--- src/rtl/esc_class_pkg.sv ---
package esc_class_pkg;
  localparam int unsigned NumPhases = 4;
  localparam int unsigned PhW       = $clog2(NumPhases);
  localparam int unsigned StW       = 3;

  // bit 2 marks an escalation phase, bits 1:0 give its index
  typedef enum logic [StW-1:0] {
    StIdle     = 3'b000,
    StTimeout  = 3'b001,
    StTerminal = 3'b011,
    StPhase0   = 3'b100,
    StPhase1   = 3'b101,
    StPhase2   = 3'b110,
    StPhase3   = 3'b111
  } esc_state_e;
endpackage

--- src/rtl/esc_accum.sv ---
module esc_accum #(
  parameter int unsigned AccW = 16
) (
  input  logic            clk_i,
  input  logic            rst_ni,
  input  logic            inc_i,
  input  logic            clr_i,
  input  logic [AccW-1:0] thresh_i,
  output logic [AccW-1:0] cnt_o,
  output logic            hit_o
);
  localparam logic [AccW-1:0] CntMax = '1;

  logic [AccW-1:0] cnt_q;

  always_ff @(posedge clk_i or negedge rst_ni) begin
    if (!rst_ni)                          cnt_q <= '0;
    else if (clr_i)                       cnt_q <= '0;
    else if (inc_i && (cnt_q != CntMax))  cnt_q <= cnt_q + 1'b1;
  end

  // compare against the count before this event is added
  assign hit_o = inc_i && (cnt_q >= thresh_i);
  assign cnt_o = cnt_q;
endmodule

--- src/rtl/esc_fsm.sv ---
module esc_fsm import esc_class_pkg::*; #(
  parameter int unsigned CntW = 32
) (
  input  logic                            clk_i,
  input  logic                            rst_ni,
  input  logic                            en_i,
  input  logic                            lock_i,
  input  logic                            clr_i,
  input  logic                            irq_pend_i,
  input  logic                            acc_hit_i,
  input  logic [CntW-1:0]                 timeout_cyc_i,
  input  logic [NumPhases-1:0][CntW-1:0]  phase_cyc_i,
  output esc_state_e                      state_o,
  output logic [CntW-1:0]                 cnt_o,
  output logic                            clr_ok_o,
  output logic                            lock_o
);
  esc_state_e      state_q, state_d;
  logic [CntW-1:0] cnt_q, cnt_d;
  logic            lock_q, lock_d;
  logic            start;
  logic            clr_ok;

  assign clr_ok = clr_i && !lock_q;

  always_comb begin
    state_d = state_q;
    cnt_d   = cnt_q;
    start   = 1'b0;
    unique case (state_q)
      StIdle: begin
        if (acc_hit_i) begin
          start = 1'b1;
        end else if (en_i && irq_pend_i && (timeout_cyc_i != '0)) begin
          state_d = StTimeout;
          cnt_d   = CntW'(1);
        end
      end
      StTimeout: begin
        if (acc_hit_i) begin
          start = 1'b1;
        end else if (!irq_pend_i) begin
          state_d = StIdle;
          cnt_d   = '0;
        end else if (cnt_q >= timeout_cyc_i) begin
          start = 1'b1;
        end else begin
          cnt_d = cnt_q + 1'b1;
        end
      end
      StTerminal: begin
        cnt_d = '0;
      end
      default: begin
        if (cnt_q >= phase_cyc_i[state_q[PhW-1:0]]) begin
          cnt_d   = '0;
          state_d = (state_q == StPhase3) ? StTerminal
                                          : esc_state_e'(state_q + 3'd1);
        end else begin
          cnt_d = cnt_q + 1'b1;
        end
      end
    endcase
    if (start) begin
      state_d = StPhase0;
      cnt_d   = '0;
    end
    if (clr_ok) begin
      state_d = StIdle;
      cnt_d   = '0;
    end
  end

  assign lock_d = lock_q || (start && lock_i && !clr_ok);

  always_ff @(posedge clk_i or negedge rst_ni) begin
    if (!rst_ni) begin
      state_q <= StIdle;
      cnt_q   <= '0;
      lock_q  <= 1'b0;
    end else begin
      state_q <= state_d;
      cnt_q   <= cnt_d;
      lock_q  <= lock_d;
    end
  end

  assign state_o  = state_q;
  assign cnt_o    = cnt_q;
  assign clr_ok_o = clr_ok;
  assign lock_o   = lock_q;
endmodule

--- src/rtl/esc_out_map.sv ---
module esc_out_map import esc_class_pkg::*; #(
  parameter int unsigned NumEsc = 4
) (
  input  esc_state_e                  state_i,
  input  logic [NumEsc-1:0]           en_i,
  input  logic [NumEsc-1:0][PhW-1:0]  map_i,
  output logic [NumEsc-1:0]           esc_o
);
  logic in_phase;
  assign in_phase = state_i[StW-1];

  for (genvar g = 0; g < NumEsc; g++) begin : g_out
    assign esc_o[g] = en_i[g] && in_phase && (state_i[PhW-1:0] == map_i[g]);
  end
endmodule

--- src/rtl/esc_snap.sv ---
module esc_snap import esc_class_pkg::*; #(
  parameter int unsigned AccW = 16,
  parameter int unsigned CntW = 32
) (
  input  logic            clk_i,
  input  logic            rst_ni,
  input  logic            clr_ok_i,
  input  esc_state_e      state_i,
  input  logic [AccW-1:0] acc_i,
  input  logic [CntW-1:0] cnt_i,
  output logic [StW-1:0]  snap_state_o,
  output logic [AccW-1:0] snap_acc_o,
  output logic [CntW-1:0] snap_cnt_o,
  output logic            frozen_o
);
  logic            frozen_q;
  logic [StW-1:0]  state_h;
  logic [AccW-1:0] acc_h;
  logic [CntW-1:0] cnt_h;

  always_ff @(posedge clk_i or negedge rst_ni) begin
    if (!rst_ni) begin
      frozen_q <= 1'b0;
      state_h  <= '0;
      acc_h    <= '0;
      cnt_h    <= '0;
    end else if (clr_ok_i) begin
      frozen_q <= 1'b0;
    end else if (!frozen_q && (state_i == StPhase0)) begin
      frozen_q <= 1'b1;
      state_h  <= state_i;
      acc_h    <= acc_i;
      cnt_h    <= cnt_i;
    end
  end

  assign snap_state_o = frozen_q ? state_h : state_i;
  assign snap_acc_o   = frozen_q ? acc_h   : acc_i;
  assign snap_cnt_o   = frozen_q ? cnt_h   : cnt_i;
  assign frozen_o     = frozen_q;
endmodule

--- src/rtl/esc_class_ctrl.sv ---
module esc_class_ctrl import esc_class_pkg::*; #(
  parameter int unsigned NTrig  = 4,
  parameter int unsigned AccW   = 16,
  parameter int unsigned CntW   = 32,
  parameter int unsigned NumEsc = 4
) (
  input  logic                            clk_i,
  input  logic                            rst_ni,
  input  logic                            en_i,
  input  logic                            lock_i,
  input  logic [NTrig-1:0]                trig_i,
  input  logic                            irq_pend_i,
  input  logic                            clr_i,
  input  logic [AccW-1:0]                 accum_thresh_i,
  input  logic [CntW-1:0]                 timeout_cyc_i,
  input  logic [NumPhases-1:0][CntW-1:0]  phase_cyc_i,
  input  logic [NumEsc-1:0]               esc_en_i,
  input  logic [NumEsc-1:0][PhW-1:0]      esc_map_i,
  output logic [NumEsc-1:0]               esc_o,
  output logic [StW-1:0]                  state_o,
  output logic [AccW-1:0]                 accum_cnt_o,
  output logic [CntW-1:0]                 esc_cnt_o,
  output logic [StW-1:0]                  snap_state_o,
  output logic [AccW-1:0]                 snap_accum_o,
  output logic [CntW-1:0]                 snap_cnt_o,
  output logic                            snap_frozen_o
);
  logic            inc;
  logic            acc_hit;
  logic            clr_ok;
  logic            clr_lock;
  esc_state_e      state;
  logic [AccW-1:0] acc_cnt;
  logic [CntW-1:0] cyc_cnt;

  assign inc = en_i && (|trig_i);

  esc_accum #(.AccW(AccW)) u_accum (
    .clk_i    (clk_i),
    .rst_ni   (rst_ni),
    .inc_i    (inc),
    .clr_i    (clr_ok),
    .thresh_i (accum_thresh_i),
    .cnt_o    (acc_cnt),
    .hit_o    (acc_hit)
  );

  esc_fsm #(.CntW(CntW)) u_fsm (
    .clk_i         (clk_i),
    .rst_ni        (rst_ni),
    .en_i          (en_i),
    .lock_i        (lock_i),
    .clr_i         (clr_i),
    .irq_pend_i    (irq_pend_i),
    .acc_hit_i     (acc_hit),
    .timeout_cyc_i (timeout_cyc_i),
    .phase_cyc_i   (phase_cyc_i),
    .state_o       (state),
    .cnt_o         (cyc_cnt),
    .clr_ok_o      (clr_ok),
    .lock_o        (clr_lock)
  );

  esc_out_map #(.NumEsc(NumEsc)) u_map (
    .state_i (state),
    .en_i    (esc_en_i),
    .map_i   (esc_map_i),
    .esc_o   (esc_o)
  );

  esc_snap #(.AccW(AccW), .CntW(CntW)) u_snap (
    .clk_i        (clk_i),
    .rst_ni       (rst_ni),
    .clr_ok_i     (clr_ok),
    .state_i      (state),
    .acc_i        (acc_cnt),
    .cnt_i        (cyc_cnt),
    .snap_state_o (snap_state_o),
    .snap_acc_o   (snap_accum_o),
    .snap_cnt_o   (snap_cnt_o),
    .frozen_o     (snap_frozen_o)
  );

  assign state_o     = state;
  assign accum_cnt_o = acc_cnt;
  assign esc_cnt_o   = cyc_cnt;
endmodule

--- config.mk ---
export PLATFORM = sky130hd
export DESIGN_NAME = esc_class_ctrl
export DESIGN_NICKNAME = d
export VERILOG_FILES = /design/src/rtl/esc_class_pkg.sv /design/src/rtl/esc_accum.sv /design/src/rtl/esc_fsm.sv /design/src/rtl/esc_out_map.sv /design/src/rtl/esc_snap.sv /design/src/rtl/esc_class_ctrl.sv
export SDC_FILE = /design/constraint.sdc
export NUM_CORES = 1
export LEC_CHECK = 0
export ABC_CLOCK_PERIOD_IN_PS = 7170
export BUFFER_PORTS_ARGS = -buffer_cell sky130_fd_sc_hd__buf_4
export CAP_MARGIN = 25
export CORE_ASPECT_RATIO = 1.2
export CORE_MARGIN = 10
export CORE_UTILIZATION = 55
export CTS_CLUSTER_DIAMETER = 50
export DETAILED_ROUTE_END_ITERATION = 10
export PLACE_DENSITY = 0.95
export SLEW_MARGIN = 30
export SYNTH_ARGS = -nofsm -noshare
export SYNTH_HDL_FRONTEND = slang
export SYNTH_SLANG_ARGS = --single-unit
--- constraint.sdc ---
create_clock -name clk_i -period 7.17 [get_ports clk_i]
set_clock_uncertainty 0.05 [all_clocks]
set_input_delay 1.434 -clock clk_i [delete_from_list [all_inputs] [get_ports clk_i]]
set_output_delay 1.434 -clock clk_i [all_outputs]
set_load 0.02 [all_outputs]
==> reports/results.txt <==
Status - completed
Via count - 8546
Worst EP arrival - 4.53 ns
Vias per cell - 6.10
Top-area cell type share of the netlist area - 30.5%
Hold Crit Class - flip-flop to flip-flop
Detailed Route WL - 30200 um
Layout area overhead - 32.0%
FF+latch count, synth - 104
Post-synthesis sequential area ratio - 30.5%
CTS Hold Buffers Added - 0
GRT Resource Usage Total - 27.5%
Post-Synthesis Cells - 909
Unique masters post-synth - 59
Static Leak - 5.79 nW
Ranking of synthesized cells by area - dfrtp_1, ha_1, mux2_2, mux4_2, inv_1
Total power - 1.44 mW
Post-CTS Repair Setup Buffers - 0
First-pass GRT wire length - 46100 um
DIE AREA - 20900 um2
Vias in the first global route - 8709
Post-synthesis async set-or-reset flop share - 100%
Number of flops mapped to enable cells by yosys - 0
Initial Util - 56.5%
Worst VDD drop - 0.000124 V
DRT antenna net count - 0
Final hold vios - 0
Max-cap viol count - 0
Leading area contributor after synthesis - dfrtp_1
Most used DFF post-synth - dfrtp_1
CORE AREA - 15100 um2
Pre-CTS setup slack - 2.62 ns
H-tree lvl count - 3
Worst EP required - 7.38 ns
Most frequent cells in the layout - buf_4, dfrtp_1, inv_1
Share of layout cells above drive strength 1 - 38.1%
Yosys synthesis warning count - 0
Cell family contributing the most delay on the critical path - buffers and inverters
Initial antenna violation count - 4
Critical Path Fanout Max - 54
Max Buffers Root-to-Sink - 2
Most common cell after layout, fill and taps aside - buf_4
Multi-input logic area - 5330 um2
RSZ-0062 raised after global routing - no
CP max stage delay - 0.61 ns
CTS clock-pin slew for the worst setup and hold paths - 0.07 ns
Final nets - 1470
Gpl congestion - 0.898
Post-CTS resize count - 0
PortBufs - 304
Clk sinks - 104
Row count - 49
Io pins - 305
Kind of critical path - flip-flop to flip-flop
Most used cell, CP - buf_4
Crit path cell chain - buf_4 > mux4_2 > inv_1 > ha_1 > a21oi_1 > o21ai_0 > or4_1 > o21ai_1 > a21o_1 > buf_4 > nand2_1 > o211ai_1
Buf+Inv Stages, Crit Path - 3
GRT overflow - 0
WL per Instance - 21.6 um
CP endpoint kind - flip-flop
Synthesized area per cell - 9.38 um2
Pwr Density - 128 nW/um2
Number of CTS-inserted buffers - 9
Max Freq - 0.232 GHz
Critical-path cell with the highest stage delay - dfrtp_2
Final WS setup - 2.86 ns
Post-Syn Nets - 1191
Worst-margin pin slew - 0.793 ns
DP Wirelength - 23900 um
Root Driver - clkbuf_16
Max-slew violations - 0
Die H - 156 um
Final setup TNS - 0 ns
CTS tree - built
Element type at the critical path start - flip-flop
Final routed DRC violation total - 0
Iteration-0 DRC count of the detailed router - 981
Hold_ws - 0.431 ns
Synthesized cell area - 8520 um2
Slew HR - 46.6%
DRT Pass-1 Iters - 6
Final-layout fill cell count - 1054
Post-route minimum period - 4.31 ns
Reg area - 2610 um2
Clock Latency Late Sink - 0.35 ns
Setup Viol. Count Final - 0
Die Wd - 134 um
Largest net degree at the start of global routing - 57
Final Cycle Share - 60.1%
-- logic make-up (layout without fill, tap and decap cells) --
family	Yosys count	after routing	share of synthesized area, %
AOI/OAI and AO/OA	151	151	11.2
other	0	4	0
and+or+nand+nor	287	287	17.0
DFF	104	104	30.5
muxes	122	122	20.2
xor gates and xnor gates	17	17	1.75
adders and majority gates	84	84	12.3
buffers and inverters	144	428	7.03
-- Yosys cell counts, types with 2 or more instances --
cell type	instances
or4_1	2
mux4_2	32
nand2b_1	6
nor3_1	16
nor2_1	44
nand2_1	92
a22o_1	2
a21o_1	4
mux2_2	77
xnor2_1	5
a31oi_1	21
a21oi_1	41
o21a_1	2
ha_1	84
buf_2	11
nor3b_1	2
nand4b_1	2
o21ai_0	45
mux2i_1	13
buf_4	10
clkbuf_1	23
or3_1	9
xor2_1	12
inv_1	99
o21ai_1	4
o211ai_1	7
nand4_1	22
and3_1	10
dfrtp_1	104
nor4_1	11
and2_1	5
a31o_2	3
nand3_1	48
and4_1	9
o2111ai_1	4
a211oi_1	4
a221oi_1	2
-- sequential cells by signal, summed over array words and instances (netlist names) --
name	cells
u_snap.cnt_h	32
u_accum.cnt_o	16
u_snap.state_h	3
u_snap.acc_h	16
u_snap.frozen_o	1
u_fsm.state_o	3
u_fsm.cnt_o	32
u_fsm.lock_o	1
-- layer usage --
layer	routed length [um]	part of all wire, %	vias to the layer above	GRT usage [%]
met1	10400	35	4055	29.6
met3	3050	10	114	7.66
met5	13	0.043	-	0
li1	-	-	3859	-
met2	15300	51	516	48.4
met4	1430	4.7	2	14.3
-- final cells by class --
| class | count | area share (%) |
|---|---|---|
| flip-flops and latches | 104 | 23.2 |
| clock buffers | 12 | 2.10 |
| diodes | 4 | 0.0889 |
| repair buffers | 313 | 21.1 |
| clock inverters | 4 | 0.623 |
| multi-input cells | 661 | 47.4 |
| inverters | 99 | 3.30 |
| well taps | 204 | 2.27 |
-- final timing paths --
| kind | to | from | cells past startpoint | slack [ns] |
|---|---|---|---|---|
| min in group asynchronous | u_snap.cnt_h[26] | rst_ni | 1 | 1.08 |
| hold reg to reg | u_snap.state_h[2] | u_snap.state_h[2] | 1 | 0.43 |
| setup reg to reg | u_fsm.cnt_o[9] | u_fsm.state_o[0] | 12 | 2.86 |
| hold / removal | u_snap.state_h[2] | u_snap.state_h[2] | 1 | 0.43 |
| max in group asynchronous | u_snap.frozen_o | rst_ni | 2 | 4.85 |
| setup / recovery | u_fsm.cnt_o[9] | u_fsm.state_o[0] | 12 | 2.86 |
-- through the flow --
stage / cell area, um2 / instances / util, %
final: 11300 / 1401 / 74.6
after global routing: 11200 / 1399 / 74.6
after CTS: 11200 / 1396 / 74.3
after detailed placement: 10900 / 1380 / 72.3
after global placement: 10900 / 1380 / 72.3
after floorplan: 8520 / 909 / -
-- report_power, final --
part / switching, mW / internal, mW
Combinational: 0.147 / 0.168
Clock: 0.214 / 0.305
Sequential: 0.0124 / 0.593
No activity file was read; power rests on OpenSTA's default activity.
